**src/rtl/cfg_port_pkg.sv**
```systemverilog
package cfg_port_pkg;
  localparam int DATA_W = 8;
  localparam int NUM_RGN = 3;

  typedef enum logic [3:0] {
    K_NONE, K_CTL1, K_CTL2, K_CTL3, K_RGN, K_PERF, K_CTL4, K_PWR, K_ID0, K_ID1
  } kind_e;

  typedef struct packed {
    kind_e      kind;
    logic [1:0] sub;
    logic       ext_grp;
  } sel_t;

  localparam logic [3:0] MAP_ALL = 4'b0001;
  localparam logic [7:0] LOCK_MASK = 8'h86;

  function automatic sel_t decode_idx(input logic [DATA_W-1:0] idx);
    sel_t s;
    s.kind = K_NONE;
    s.sub = 2'd0;
    s.ext_grp = 1'b0;
    case (idx)
      8'hC1: s.kind = K_CTL1;
      8'hC2: s.kind = K_CTL2;
      8'hC3: s.kind = K_CTL3;
      8'hCD, 8'hCE, 8'hCF: begin
        s.kind = K_RGN;
        s.sub  = idx[1:0] - 2'd1;
      end
      8'h20: begin s.kind = K_PERF; s.ext_grp = 1'b1; end
      8'hE8: begin s.kind = K_CTL4; s.ext_grp = 1'b1; end
      8'hF0: begin s.kind = K_PWR;  s.ext_grp = 1'b1; end
      8'hFE: s.kind = K_ID0;
      8'hFF: s.kind = K_ID1;
      default: s.kind = K_NONE;
    endcase
    return s;
  endfunction
endpackage

```
**src/rtl/cfg_seq.sv**
```systemverilog
module cfg_seq #(
  parameter int ADDR_W = 16,
  parameter logic [ADDR_W-1:0] BASE_ADDR = 16'h0022
) (
  input  logic              clk_i,
  input  logic              rst_ni,
  input  logic [ADDR_W-1:0] io_addr_i,
  input  logic              io_rd_i,
  input  logic              io_wr_i,
  input  logic [7:0]        io_wdata_i,
  output logic              hit_idx_o,
  output logic              data_acc_o,
  output logic              in_seq_o,
  output logic [7:0]        index_o
);
  localparam logic [ADDR_W-1:0] DATA_ADDR = ADDR_W'(BASE_ADDR + 1'b1);

  logic pending_q;
  logic [7:0] index_q;
  logic hit_dat, idx_wr;

  assign hit_idx_o  = (io_addr_i == BASE_ADDR);
  assign hit_dat    = (io_addr_i == DATA_ADDR);
  assign idx_wr     = hit_idx_o & io_wr_i;
  assign data_acc_o = hit_dat & (io_rd_i | io_wr_i);
  assign in_seq_o   = data_acc_o & pending_q;
  assign index_o    = index_q;

  always_ff @(posedge clk_i or negedge rst_ni) begin
    if (!rst_ni) begin
      pending_q <= 1'b0;
      index_q   <= '0;
    end else if (idx_wr) begin
      pending_q <= 1'b1;
      index_q   <= io_wdata_i;
    end else if (data_acc_o) begin
      pending_q <= 1'b0;
    end
  end

  assert_index_arms_R1: assert property (@(posedge clk_i) disable iff (!rst_ni)
    idx_wr |=> pending_q);
  assert_data_disarms_R2: assert property (@(posedge clk_i) disable iff (!rst_ni)
    data_acc_o |=> !pending_q);
  assert_foreign_keeps_R10: assert property (@(posedge clk_i) disable iff (!rst_ni)
    (!hit_idx_o && !hit_dat) |=> (pending_q == $past(pending_q)));
endmodule

```
**src/rtl/cfg_regbank.sv**
```systemverilog
module cfg_regbank
  import cfg_port_pkg::*;
#(
  parameter logic [7:0] DEV_ID   = 8'h3C,
  parameter logic [7:0] REV_STEP = 8'h21
) (
  input  logic                    clk_i,
  input  logic                    rst_ni,
  input  logic                    we_i,
  input  sel_t                    sel_i,
  input  logic [DATA_W-1:0]       wdata_i,
  input  logic                    smm_i,
  output logic [DATA_W-1:0]       rd_val_o,
  output logic [3:0]              map_o,
  output logic [DATA_W-1:0]       ctl1_o,
  output logic [DATA_W-1:0]       ctl2_o,
  output logic [DATA_W-1:0]       ctl3_o,
  output logic [DATA_W-1:0]       ctl4_o,
  output logic [DATA_W-1:0]       perf_o,
  output logic [DATA_W-1:0]       pwr_o,
  output logic [NUM_RGN*DATA_W-1:0] region_o
);
  logic [DATA_W-1:0] ctl1_q, ctl2_q, ctl3_q, ctl4_q, perf_q, pwr_q;
  logic [DATA_W-1:0] rgn_q [NUM_RGN];
  logic lock;

  assign lock = ctl3_q[0];

  always_ff @(posedge clk_i or negedge rst_ni) begin
    if (!rst_ni) begin
      ctl1_q <= '0; ctl2_q <= '0; ctl3_q <= '0;
      ctl4_q <= '0; perf_q <= '0; pwr_q  <= '0;
    end else if (we_i) begin
      case (sel_i.kind)
        K_CTL1: ctl1_q <= lock ? ((ctl1_q & LOCK_MASK) | (wdata_i & ~LOCK_MASK)) : wdata_i;
        K_CTL2: ctl2_q <= wdata_i;
        // lock sticks unless in system-management mode
        K_CTL3: ctl3_q <= {wdata_i[7:1], wdata_i[0] | (lock & ~smm_i)};
        K_CTL4: ctl4_q <= wdata_i;
        K_PERF: perf_q <= wdata_i;
        K_PWR:  pwr_q  <= wdata_i;
        default: ;
      endcase
    end
  end

  for (genvar g = 0; g < NUM_RGN; g++) begin : g_rgn
    always_ff @(posedge clk_i or negedge rst_ni) begin
      if (!rst_ni) rgn_q[g] <= '0;
      else if (we_i && sel_i.kind == K_RGN && sel_i.sub == 2'(g)) rgn_q[g] <= wdata_i;
    end
    assign region_o[(NUM_RGN-1-g)*DATA_W +: DATA_W] = rgn_q[g];
  end

  always_comb begin
    rd_val_o = 8'hFF;
    case (sel_i.kind)
      K_CTL1: rd_val_o = ctl1_q;
      K_CTL2: rd_val_o = ctl2_q;
      K_CTL3: rd_val_o = ctl3_q;
      K_CTL4: rd_val_o = ctl4_q;
      K_PERF: rd_val_o = perf_q;
      K_PWR:  rd_val_o = pwr_q;
      K_ID0:  rd_val_o = DEV_ID;
      K_ID1:  rd_val_o = REV_STEP;
      K_RGN: begin
        for (int i = 0; i < NUM_RGN; i++)
          if (sel_i.sub == 2'(i)) rd_val_o = rgn_q[i];
      end
      default: rd_val_o = 8'hFF;
    endcase
  end

  assign map_o  = ctl3_q[7:4];
  assign ctl1_o = ctl1_q;
  assign ctl2_o = ctl2_q;
  assign ctl3_o = ctl3_q;
  assign ctl4_o = ctl4_q;
  assign perf_o = perf_q;
  assign pwr_o  = pwr_q;

  assert_lock_freezes_R6: assert property (@(posedge clk_i) disable iff (!rst_ni)
    (we_i && sel_i.kind == K_CTL1 && lock) |=> ((ctl1_q & LOCK_MASK) == ($past(ctl1_q) & LOCK_MASK)));
  assert_lock_sticky_R7: assert property (@(posedge clk_i) disable iff (!rst_ni)
    (lock && !smm_i) |=> ctl3_q[0]);
endmodule

```
**src/rtl/cfg_index_port.sv**
```systemverilog
module cfg_index_port
  import cfg_port_pkg::*;
#(
  parameter int ADDR_W = 16,
  parameter logic [ADDR_W-1:0] BASE_ADDR = 16'h0022,
  parameter logic [7:0] DEV_ID   = 8'h3C,
  parameter logic [7:0] REV_STEP = 8'h21
) (
  input  logic              clk_i,
  input  logic              rst_ni,
  input  logic [ADDR_W-1:0] io_addr_i,
  input  logic              io_rd_i,
  input  logic              io_wr_i,
  input  logic [7:0]        io_wdata_i,
  input  logic              smm_i,
  output logic [7:0]        io_rdata_o,
  output logic              ext_cycle_o,
  output logic [7:0]        ctl1_o,
  output logic [7:0]        ctl2_o,
  output logic [7:0]        ctl3_o,
  output logic [7:0]        ctl4_o,
  output logic [7:0]        perf_o,
  output logic [7:0]        pwr_o,
  output logic [23:0]       region_o
);
  logic hit_idx, data_acc, in_seq, claimed, visible;
  logic [7:0] index, rd_val;
  logic [3:0] map;
  sel_t sel;

  cfg_seq #(.ADDR_W(ADDR_W), .BASE_ADDR(BASE_ADDR)) u_seq (
    .clk_i, .rst_ni, .io_addr_i, .io_rd_i, .io_wr_i, .io_wdata_i,
    .hit_idx_o(hit_idx), .data_acc_o(data_acc), .in_seq_o(in_seq), .index_o(index)
  );

  assign sel     = decode_idx(index);
  assign visible = (sel.kind != K_NONE) && (!sel.ext_grp || map == MAP_ALL);
  assign claimed = in_seq & visible;

  cfg_regbank #(.DEV_ID(DEV_ID), .REV_STEP(REV_STEP)) u_bank (
    .clk_i, .rst_ni, .we_i(claimed & io_wr_i), .sel_i(sel), .wdata_i(io_wdata_i),
    .smm_i, .rd_val_o(rd_val), .map_o(map), .ctl1_o, .ctl2_o, .ctl3_o,
    .ctl4_o, .perf_o, .pwr_o, .region_o
  );

  assign io_rdata_o  = (claimed && io_rd_i) ? rd_val : 8'hFF;
  assign ext_cycle_o = (data_acc & ~claimed) | (hit_idx & io_rd_i);

  assert_ext_untouched_R3: assert property (@(posedge clk_i) disable iff (!rst_ni)
    ext_cycle_o |=> $stable({ctl1_o, ctl2_o, ctl3_o, ctl4_o, perf_o, pwr_o, region_o}));
endmodule

```
**config.mk**
```make
export PLATFORM = sky130hd
export DESIGN_NAME = cfg_index_port
export DESIGN_NICKNAME = d
export VERILOG_FILES = /design/src/rtl/cfg_port_pkg.sv /design/src/rtl/cfg_seq.sv /design/src/rtl/cfg_regbank.sv /design/src/rtl/cfg_index_port.sv
export SDC_FILE = /design/constraint.sdc
export NUM_CORES = 1
export LEC_CHECK = 0
export BUFFER_PORTS_ARGS = -buffer_cell sky130_fd_sc_hd__buf_2
export CAP_MARGIN = 25
export CORE_MARGIN = 2
export CORE_UTILIZATION = 30
export CTS_BUF_LIST = sky130_fd_sc_hd__clkbuf_16
export DETAILED_ROUTE_END_ITERATION = 8
export SYNTH_ARGS = -nofsm -noshare
export SYNTH_HDL_FRONTEND = slang
export SYNTH_SLANG_ARGS = --single-unit
```
**constraint.sdc**
```tcl
create_clock -name clk_i -period 8.6 [get_ports clk_i]
set_clock_uncertainty 0.05 [all_clocks]
set_input_delay 0.86 -clock clk_i [delete_from_list [all_inputs] [get_ports clk_i]]
set_output_delay 0.86 -clock clk_i [all_outputs]
set_load 0.01 [all_outputs]
```
== Yosys cells after proc, flatten, opt, wreduce, memory -nomap -nowiden ==
Cells that the tools add are included.
Word-level totals
  bits in registers: 81
  input bits: 29
  output and inout bits: 81
  logic and storage cells: 81
Cells by class
  add/subtract/negate cells: 1
  eq/ne operators: 25
  mux-type cells: 11
  bitwise logic cells: 14
  reductions and logical operators: 19
Operators by type and width (count)
  $eq A8 B8 Y1 const B: 10
  $pmux W8 S9: 1
  $mux W8: 5
  $pmux W4 S9: 1
  $eq A16 B6 Y1 const B: 2
  $eq A4 B3 Y1 const B: 4
  $reduce_and A2 Y1: 6
  $and A1 B1 Y1: 8
  $eq A4 B1 Y1 const B: 2
  $eq A4 B2 Y1 const B: 2
  $eq A4 B4 Y1 const B: 2
  $eq A8 B6 Y1 const B: 1
  $or A8 B7 Y8: 1
  $logic_and A1 B1 Y1: 6
  $reduce_or A3 Y1: 2
  $reduce_bool A4 Y1: 1
  $mux W1: 3
  $or A1 B1 Y1: 3
  $eq A2 B1 Y1 const B: 1
  $eq A2 B2 Y1 const B: 1
  $logic_not A2 Y1: 1
  $mux W2: 1
  $not A1 Y1: 2
  $reduce_bool A2 Y1: 1
  other kinds (3): 3

== Logic depth before layout (Yosys ltp) ==
Gate-level depths: netlist of run 1.
  word-level depth: 10
  depth in mapped cells: 10
  depth with buffers taken out: 8

== Cells and area by module ==
Synthesis of run 1 repeated with hierarchy kept, for this count alone.
Unflattened totals
  cells, all modules: 366
  area, all modules: 4444.3 µm²
Modules (own cells, without submodules)
  cfg_regbank: times used 1, cells an instance 281, area each 3621.0 µm², sequential area each 1801.7 µm²
  cfg_seq: times used 1, cells an instance 32, area each 456.7 µm², sequential area each 225.2 µm²
  cfg_index_port: times used 1, cells an instance 53, area each 366.6 µm², sequential area each 0.0 µm²

== Least setup slack after synthesis of run 1 ==
Ideal clock, no wire load.
  path type: reg2out
  from: register u_seq.index_q[0], in the netlist u_seq.index_o[0]
  to: output io_rdata_o[0]
  arrival: 2447 ps
  data required time: 7690 ps
  setup slack: 5243 ps
  stages on the path, launching flop included: 11
  buffers on the path: 2
  cell sequence: dfrtp_1 > clkinv_1 > ha_1 > or3b_2 > clkbuf_1 > nor2_1 > nor3_1 > and3_1 > clkbuf_1 > nand2_1 > o2111ai_1
On the way
  cells in the longest elaborated chain, start to end: 9
  elaborated cells on any way between the ends: 40
  those cells by class: 1 x add/sub; 22 x eq/ne; 8 x mux; 1 x bitwise; 8 x reduce/logical
RTL lines
  start: declaration: RTL line cfg_seq.sv:19  | logic [7:0] index_q;
  start signal: assignment: RTL line cfg_seq.sv:35  | index_q <= io_wdata_i;
  $eq A8 B8 Y1 / $eq A8 B6 Y1 (equally long branches): RTL line cfg_port_pkg.sv:23  | case (idx)
  $reduce_or A3 Y1, on equally long branches
  $mux W2 / $mux W1 (equally long branches): RTL line cfg_port_pkg.sv:23
  $logic_not A2 Y1 / $logic_not A1 Y1 (equally long branches): RTL line cfg_regbank.sv:68, cfg_index_port.sv:37
  $mux W8 / $logic_or A1 B1 Y1 (equally long branches): RTL line cfg_regbank.sv:68, cfg_index_port.sv:37
  $mux W8 / $logic_and A1 B1 Y1 (equally long branches): RTL line cfg_regbank.sv:68, cfg_index_port.sv:37
  $mux W8 / $and A1 B1 Y1 (equally long branches): RTL line cfg_regbank.sv:68, cfg_index_port.sv:38
  $pmux W8 S9 / $logic_and A1 B1 Y1 (equally long branches): RTL line cfg_regbank.sv:57, cfg_index_port.sv:46
  $mux W8 *: RTL line cfg_index_port.sv:46  | assign io_rdata_o = (claimed && io_rd_i) ? rd_val : 8'hFF;
  end: declaration: RTL line cfg_index_port.sv:16  | output logic [7:0] io_rdata_o,
Every way passes the cells marked *; elsewhere a longest branch is shown, timed or not.

== Worst setup path after layout of run 1 ==
  from: register u_seq.index_q[0], in the netlist u_seq.index_o[0]
  to: output io_rdata_o[6]
The elaborated chain is that of the path after synthesis.

==> flow_metrics.tcl, run 1 <==
set metrics [dict create \
    status "finished, final reports clean" \
    ir_drop_uv 92.78 \
    yosys_warnings 0 \
    setup-tns-final_ns 0 \
    grt_pass1_vias 3258 \
    grt_start_max_net_pins 82 \
    cts_root_buf "clkbuf_16" \
    globalplace.congestion 0.8885 \
    row_count 42 \
    grt_pass1_wl_um 18750 \
    post_cts_resized 0 \
    yosysMostFrequentCell "dfrtp_1" \
    reg2reg_to "u_bank.ctl1_o[2]" \
    drive_gt1_share_pct 50.45 \
    synth_top_area_cell "dfrtp_1" \
    synth_top_area_share_pct 48.90 \
    maxCapViolCount 0 \
    nets 468 \
    vias 3227 \
    timing.final.crit_share_pct 51.10 \
    cp_cell_sequence "clkinv_1 > ha_1 > nor2_1 > and3b_1 > nor3_1 > nor2b_1 > a221oi_1 > nand4_1 > buf_2" \
    cts_tree "yes" \
    reg2reg_from "u_seq.index_o[0]" \
    antenna_found_initial 0 \
    dp_hpwl_um 9194 \
    die_y_um 121.5 \
    fin_crit_ns 4.394 \
    rsz0062_at_grt "false" \
    routedWlPerCell_um 20.07 \
    p_switching_mw 0.1817 \
    syn_nets 370 \
    yosys-top-cells-count "dfrtp_1 (81), mux2_2 (78), nand2_1 (19)" \
    antennaDiodeCount 0 \
    h-tree-depth 3 \
    avgSynthCellArea_sq_um 12.30 \
    hold_viol 0 \
    netlist_instances 337 \
    cts_max_path_buffers 2 \
    swShare_pct 22.80 \
    clock_latency_ns 0.35 \
    finish.utilization_pct 38.46 \
    drc 0 \
    finalPower_mw 0.7969 \
    track_usage_pct 16.88 \
    fill_cells 1314 \
    r2r_slack_ns 4.96 \
    start_util_pct 31.06 \
    combPwrFrac_pct 3.1 \
    synth.distinct_cells 57 \
    dr.pass1.iters 4 \
    cts_sinks 81 \
    routed_via_density 5.239 \
    grt_overflow 0 \
    drt-initial-drc-count 185 \
    required_ns 7.69 \
    synthTopCellsByArea "dfrtp_1 (49%), mux2_2 (21%), mux2_4 (2.9%)" \
    synth_top_flop_cell "dfrtp_1" \
    io_buffers 109 \
    internal_power_mw 0.6152 \
    worstMarginPinSlew_ns 0.8718 \
    ys_seq_area_share_pct 48.90 \
    max_stage_delay_ns 0.69 \
    worst_slack_ns 4.206 \
    crit_type "reg2out" \
    seqPwrFrac_pct 47.8 \
    wl_um 12370 \
    synthArstFlopShare_pct 100.0 \
    relSlewSlack_pct 41.06 \
    reg2reg_depth 8 \
    critPathMaxFanout 9 \
    cp-end-kind "output port" \
    clkPwrFrac_pct 49.1 \
    critPathSlowestCell "nor3_1" \
    hp-class "in2async" \
    timing.fmax_mhz 227.6 \
    synth_edf_count 0 \
    p_leak_nw 2.592 \
    slew_violations 0 \
    start_kind "flop" \
    numCtsBuffers 9 \
    dieWidth_um 121.5 \
    ys_ff_latch 81 \
    crit_arrival_ns 3.48 \
    finalSetupViolCount 0 \
    cts_hold_buffers 0 \
    path_clk_slew_ns 0.06 \
    area_delta_synth_final_pct 23.85 \
    synth.cell_area_sq_um 4145 \
    ant_nets 0 \
    num_io_pins 110 \
    cts_setup_buffers 0 \
    die_area_sq_um 14770 \
    post-place-ws_ns 4.682 \
    power_density_nw_per_um2 155.2 \
    core_sq_um 13350 \
]
[worst max path at each step]
stage	slack (ns)	cells after the start	end	startpoint
floorplan	5.24	10	io_rdata_o[0]	u_seq.index_o[0]
global placement	4.79	9	io_rdata_o[5]	u_seq.index_o[0]
detailed placement	4.68	9	io_rdata_o[6]	u_seq.index_o[0]
CTS	4.30	9	io_rdata_o[6]	u_seq.index_o[0]
global route	3.92	9	io_rdata_o[6]	u_seq.index_o[0]
finish	4.21	9	io_rdata_o[6]	u_seq.index_o[0]
[per-stage QoR]
step | cells | hold slack (ns) | instance area [sq um]
after CTS | 615 | 0.4742 | 5114
final | 616 | 0.4314 | 5134
after global routing | 616 | 0.4677 | 5134
after floorplan | 337 | 0.4147 | 4145
after global placement | 599 | 0.4565 | 4810
after detailed placement | 599 | 0.4569 | 4810
[cells in the final DEF (no fill, tap or decap), types with 2 or more instances in the layout]
cell,count
mux2_2,78
nand4_1,6
ha_1,4
nand3_1,5
clkbuf_16,9
clkinvlp_4,3
a221oi_1,3
nand2_1,19
o211ai_1,2
a22oi_1,11
or3_1,4
a211oi_1,2
nor4_1,2
and2_1,3
and3_1,4
a21oi_1,5
o2111ai_1,5
nor3b_1,2
buf_4,2
nand2b_1,3
mux2_4,8
inv_6,2
nor2b_1,2
and4_1,2
o22ai_1,12
dfrtp_1,81
nor4b_1,6
nor3_2,2
mux2i_1,2
buf_2,108
nor3_1,5
nor2_1,9
[kinds of logic (layout without fill, tap and decap cells)]
family          count (synthesis)  in the layout  synth area share (%)
simple gates                   88             88                 13.10
compound gates                 49             49                 9.085
flops                          81             81                 48.90
fa+ha+maj                       4              4                 1.207
buf+inv                        26            129                 2.867
mux                            89             89                 24.84
[power groups by stage]
stage | Combinational, mW | Clock, mW | Sequential (mW)
2_1_floorplan | 0.00541 | 0 | 0.388
3_3_place_gp | 0.0237 | 0 | 0.388
3_5_place_dp | 0.0242 | 0 | 0.388
4_1_cts | 0.0243 | 0.399 | 0.381
5_1_grt | 0.0275 | 0.414 | 0.381
6_report | 0.0245 | 0.391 | 0.381
[cell type report]
cell class | instances | area, sq um | area share, %
clock buffers | 9 | 225.2 | 4.387
well taps | 176 | 220.2 | 4.290
multi-input cells | 230 | 1999 | 38.95
repair buffers | 111 | 575.6 | 11.21
inverters | 2 | 7.507 | 0.1462
clock inverters | 7 | 78.83 | 1.535
flip-flops and latches | 81 | 2027 | 39.48
[routing by layer]
layer,part of all wire (%),global-route usage [%]
met5,0,0
met1,47,23.58
met4,1.6,5.675
met3,4.2,2.949
met2,47,26.62
[critical path, delay by kind of cell, from the launching register on]
| family | cells | cell delay [ns] |
|---|---|---|
| AND/OR/NAND/NOR | 5 | 1.54 |
| buffers and inverters | 2 | 0.49 |
| flip-flops | 1 | 0.46 |
| adder cells (fa/ha/maj) | 1 | 0.32 |
| AO/OA/AOI/OAI | 1 | 0.32 |
[state kept, by name, summed over array words and instances (netlist names)]
register and count:
u_bank.region_o 24, u_bank.ctl1_o 8, u_bank.ctl2_o 8, u_bank.ctl3_o 8, u_bank.ctl4_o 8, u_bank.perf_o 8
u_bank.pwr_o 8, u_seq.index_o 8, u_seq.pending_q 1
Power figures use the tool's default switching activity.
==> run 2, diff against run 1 <==
==> constraint.sdc (replaced) <==
create_clock -name clk_i -period 4.3 [get_ports clk_i]
set_clock_uncertainty 0.05 [all_clocks]
set_input_delay 0.43 -clock clk_i [delete_from_list [all_inputs] [get_ports clk_i]]
set_output_delay 0.43 -clock clk_i [all_outputs]
set_load 0.01 [all_outputs]
==> run 2 against run 1 <==
  * The flow now finishes with violations (negative hold slack)
  * Final cell count is 0.49% higher
  * Clock-buffer cell count unchanged
  * Cell area up 1.3%
  * Non-clock buffer count increased by 4
  * Register-to-register slack got worse by 4.1 ns
  * Worst hold slack got worse by 0.46 ns
  * Largest cell class unchanged
==> flow_metrics.tcl, run 2 (synthesized netlist as in run 1, its figures left out) <==
set metrics [dict create \
    status "complete, but fails checks" \
    violations "negative hold slack" \
    worst_slack_ns 0.5333 \
    path_depth 8 \
    io_buffers 109 \
    timing.fmax_mhz 265.5 \
    clkPwrFrac_pct 51.6 \
    cts_max_path_buffers 2 \
    cts_hold_buffers 0 \
    cts_tree "yes" \
    start_util_pct 31.06 \
    hold_viol 29 \
    routed_via_density 5.302 \
    h-tree-depth 3 \
    setup-tns-final_ns 0 \
    critPathSlowestCell "ha_1" \
    whs_ns -0.02588 \
    seqPwrFrac_pct 45.4 \
    area_delta_synth_final_pct 25.48 \
    dr.pass1.iters 4 \
    cp-end-kind "output port" \
    ant_nets 0 \
    dpl.cell_count 603 \
    num_io_pins 110 \
    cp_cell_sequence "clkinv_1 > ha_1 > nand2b_1 > nor2_1 > a211oi_1 > a2111oi_0 > o2111ai_1 > buf_2" \
    layout_common_cells "buf_2 (108), dfrtp_1 (81), mux2_2 (78)" \
    power_density_nw_per_um2 322.9 \
    die_y_um 121.5 \
    crit_type "reg2out" \
    grt_overflow 0 \
    final_area_sq_um 5201 \
    worstMarginPinSlew_ns 0.9214 \
    slew_violations 0 \
    row_count 42 \
    p_switching_mw 0.3410 \
    drt-initial-drc-count 118 \
    cts_sinks 81 \
    critPathMaxFanout 11 \
    start_kind "flop" \
    core_sq_um 13350 \
    drive_gt1_share_pct 50.56 \
    reg2reg_to "u_bank.region_o[7]" \
    post-place-ws_ns 0.9038 \
    maxCapViolCount 0 \
    grt_start_max_net_pins 82 \
    nets 472 \
    internal_power_mw 1.339 \
    final_common_cell "buf_2" \
    relSlewSlack_pct 38.01 \
    die_area_sq_um 14770 \
    track_usage_pct 17.33 \
    ir_drop_uv 173.5 \
    clock_latency_ns 0.34 \
    crit_buf_inv 2 \
    numCtsBuffers 9 \
    reg2reg_from "u_seq.index_o[0]" \
    cts_setup_buffers 0 \
    finalSetupViolCount 0 \
    startpoint "u_seq.index_o[0]" \
    fill_cells 1347 \
    required_ns 3.82 \
    crit_family "compound AO/OA/AOI/OAI gates" \
    max_stage_delay_ns 0.66 \
    fin_crit_ns 3.767 \
    routedWlPerCell_um 20.27 \
    combPwrFrac_pct 3.0 \
    fin_cells 619 \
    crit_arrival_ns 3.29 \
    post_cts_resized 0 \
    hp-class "in2async" \
    rsz0062_at_grt "false" \
    vias 3282 \
    antennaDiodeCount 0 \
    path_clk_slew_ns 0.06 \
    reg2reg_depth 8 \
    largest_reg_flops 24 \
    swShare_pct 20.31 \
    p_leak_nw 2.636 \
    grt_pass1_wl_um 19250 \
    dp_hpwl_um 9225 \
    finish.utilization_pct 38.97 \
    wl_um 12550 \
    grt_pass1_vias 3362 \
    globalplace.congestion 0.8811 \
    drc 0 \
    dieWidth_um 121.5 \
    placed_area_sq_um 4840 \
    timing.final.crit_share_pct 87.60 \
    cts_root_buf "clkbuf_16" \
    antenna_found_initial 0 \
    r2r_slack_ns 0.89 \
]
## run 2: worst max-delay path by stage
stage / end / slack [ns]
finish: io_rdata_o[0] / 0.53
detailed placement: u_bank.region_o[4] / 0.90
global placement: io_rdata_o[0] / 1.0
global route: io_rdata_o[0] / 0.30
floorplan: u_bank.region_o[0] / 1.29
CTS: io_rdata_o[0] / 0.53
## run 2: layout make-up
| cell class | count | area (sq um) | share of cell area, % |
|---|---|---|---|
| multi-input cells | 230 | 1999 | 38.44 |
| well taps | 176 | 220.2 | 4.234 |
| inverters | 2 | 7.507 | 0.1443 |
| repair buffers | 115 | 613.1 | 11.79 |
| clock inverters | 6 | 108.9 | 2.093 |
| clock buffers | 9 | 225.2 | 4.330 |
| flip-flops and latches | 81 | 2027 | 38.97 |
## run 2: metrics by stage
stage,hold slack (ns),power (mW)
6_report,-0.02588,1.680
3_3_place_gp,0.4579,0.8240
5_1_grt,0.005205,1.725
3_5_place_dp,0.4563,0.8256
4_1_cts,0.2687,1.692
2_1_floorplan,0.08441,0.7873
## run 2: layer usage
layer | GRT usage (%) | part of all wire, %
met3 | 2.996 | 5.3
met1 | 23.72 | 45
met2 | 27.77 | 48
met5 | 0 | 0
met4 | 6.106 | 1.8
## run 2: worst register-to-register path: stages (launching register included)
cell and delay (ns):
dfrtp_1 0.46, clkinv_1 0.29, ha_1 0.33, nand4bb_1 0.29, a211o_1 0.15, o2111ai_1 0.23
or3b_1 0.56, or4_4 0.58, mux2_4 0.34
## run 2: power by group through the flow
stage,registers (mW),clock network [mW],logic [mW]
6_report,0.762,0.867,0.0505
5_1_grt,0.762,0.907,0.0568
3_3_place_gp,0.776,0,0.0477
4_1_cts,0.762,0.880,0.0494
2_1_floorplan,0.776,0,0.0108
3_5_place_dp,0.776,0,0.0493
==> run 3, diff against run 2 <==
--- a/config.mk
+++ b/config.mk
@@ -7,10 +7,13 @@
 export LEC_CHECK = 0
 export BUFFER_PORTS_ARGS = -buffer_cell sky130_fd_sc_hd__buf_2
 export CAP_MARGIN = 25
+export CELL_PAD_IN_SITES_DETAIL_PLACEMENT = 1
+export CELL_PAD_IN_SITES_GLOBAL_PLACEMENT = 1
 export CORE_MARGIN = 2
 export CORE_UTILIZATION = 30
 export CTS_BUF_LIST = sky130_fd_sc_hd__clkbuf_16
 export DETAILED_ROUTE_END_ITERATION = 8
+export PLACE_DENSITY_LB_ADDON = 0.1
 export SYNTH_ARGS = -nofsm -noshare
 export SYNTH_HDL_FRONTEND = slang
 export SYNTH_SLANG_ARGS = --single-unit
==> run 3 against run 2 <==
  * The flow now finishes without violations
  * Final cell count up 0.16%
  * Critical path type unchanged
  * First-iteration DRC count down 37%
  * Fmax down 2.2%
  * Clock power down 5.5%
  * Sequential share of layout area up 0.31 points
  * Power down 3.0%
  * Die area unchanged
  * Core utilization down 0.31 points
==> flow_metrics.tcl, run 3 (synthesized netlist as in run 1, its figures left out) <==
set metrics [dict create \
    status "finished, final reports clean" \
    grt_pass1_vias 3292 \
    timing.fmax_mhz 259.7 \
    critPathMaxFanout 11 \
    finish.utilization_pct 38.66 \
    p_leak_nw 2.618 \
    crit_buf_inv 2 \
    vias 3242 \
    drt-initial-drc-count 74 \
    fill_cells 1498 \
    required_ns 3.82 \
    antenna_found_initial 0 \
    multi_input_area_sq_um 1999 \
    start_util_pct 31.06 \
    grt_pass1_wl_um 19480 \
    reg2reg_depth 8 \
    hold_depth 3 \
    rsz0062_at_grt "false" \
    largest_reg_flops 24 \
    num_io_pins 110 \
    row_count 42 \
    drive_gt1_share_pct 50.23 \
    numCtsBuffers 9 \
    startpoint "u_seq.index_o[0]" \
    drc 0 \
    path_clk_slew_ns 0.06 \
    hold_viol 0 \
    die_area_sq_um 14770 \
    path_depth 9 \
    dieWidth_um 121.5 \
    dr.pass1.iters 4 \
    cts_max_path_buffers 2 \
    hp-class "in2reg" \
    max_stage_delay_ns 0.70 \
    crit_type "reg2out" \
    globalplace.congestion 0.7537 \
    cp-end-kind "output port" \
    cts_sinks 81 \
    sequential_cell_area_sq_um 2027 \
    cp_cell_sequence "clkinv_1 > ha_1 > nand2b_1 > nor2_1 > a211oi_1 > a221o_1 > a221oi_1 > nand4_1 > buf_2" \
    timing.final.crit_share_pct 89.53 \
    reg2reg_from "u_seq.index_o[0]" \
    layout_common_cells "buf_2 (108), dfrtp_1 (81), mux2_2 (78)" \
    maxCapViolCount 0 \
    final_common_cell "buf_2" \
    clock_latency_ns 0.34 \
    wl_um 13050 \
    grt_start_max_net_pins 55 \
    slew_violations 0 \
    r2r_slack_ns 0.70 \
    relSlewSlack_pct 33.55 \
    ir_drop_uv 156.2 \
    grt_overflow 0 \
    area_delta_synth_final_pct 24.48 \
    routed_via_density 5.229 \
    finalSetupViolCount 0 \
    io_buffers 109 \
    worstMarginPinSlew_ns 0.9830 \
    setup-tns-final_ns 0 \
    core_sq_um 13350 \
    die_y_um 121.5 \
    cts_root_buf "clkbuf_16" \
    crit_family "compound AO/OA/AOI/OAI gates" \
    h-tree-depth 3 \
    routedWlPerCell_um 21.04 \
    track_usage_pct 17.85 \
    start_kind "flop" \
    dp_hpwl_um 9765 \
    cts_tree "yes" \
    crit_arrival_ns 3.37 \
    ant_nets 0 \
    antennaDiodeCount 0 \
    nets 472 \
    critPathSlowestCell "ha_1" \
    reg2reg_to "u_bank.pwr_o[3]" \
    post_cts_resized 0 \
    power_density_nw_per_um2 315.8 \
    fin_crit_ns 3.850 \
    worstSetupEndpoint "io_rdata_o[6]" \
]
[run 3: repair_timing]
item / in CTS / in global routing
endpoints found under the setup margin: 0 / 0
buffers inserted: 0 / 0
hold buffers: 1 / 0
hold endpoints to repair: 27 / 0
[run 3: layout make-up]
type	instances	area share, %
Clock inverter	7	1.649
Tap cell	176	4.268
Multi-Input combinational cell	230	38.75
Timing Repair Buffer	115	11.54
Inverter	2	0.1455
Sequential cell	81	39.28
Clock buffer	9	4.365
[run 3: where the power goes]
part | internal [mW] | switching, mW
registers | 0.762 | 0.0000717
logic | 0.0132 | 0.0348
clock network | 0.503 | 0.317
total | 1.28 | 0.352
[run 3: through the flow]
stage / cell area [sq um] / std cells / hold slack [ns] / setup slack [ns] / power [mW]
finish: 5160 / 620 / 0.3435 / 0.4501 / 1.630
global route: 5160 / 620 / 0.3505 / 0.2661 / 1.688
CTS: 5160 / 620 / 0.3377 / 0.4269 / 1.655
detailed placement: 4840 / 603 / 0.3323 / 0.7511 / 0.8257
global placement: 4840 / 603 / 0.3268 / 0.8525 / 0.8252
floorplan: 4145 / 337 / 0.08441 / 1.292 / 0.7873
[run 3: how the worst min path moves through the flow]
stage / endpoint / from / slack [ns]
detailed placement: u_bank.region_o[5] / rst_ni / 0.33
global route: u_bank.ctl3_o[0] / smm_i / 0.35
floorplan: u_bank.ctl1_o[0] / rst_ni / 0.08
finish: u_bank.ctl3_o[0] / smm_i / 0.34
global placement: u_bank.region_o[0] / rst_ni / 0.33
CTS: u_bank.ctl3_o[0] / smm_i / 0.34
[run 3: layer usage]
| layer | track usage, % | vias up | share of wire, % |
|---|---|---|---|
| met5 | 0 | - | 0 |
| met4 | 4.526 | 0 | 0.93 |
| li1 | - | 1482 | - |
| met3 | 3.745 | 9 | 4.5 |
| met1 | 25.33 | 1664 | 48 |
| met2 | 27.91 | 87 | 47 |
[run 3: worst reg2reg max path: stages, from the launching register on]
cell and delay [ns]:
dfrtp_1 0.48, clkinv_1 0.31, ha_1 0.34, nand4bb_1 0.30
a211o_1 0.16, o2111ai_1 0.26, or3b_1 0.57, nor3_2 0.61
mux2_2 0.42
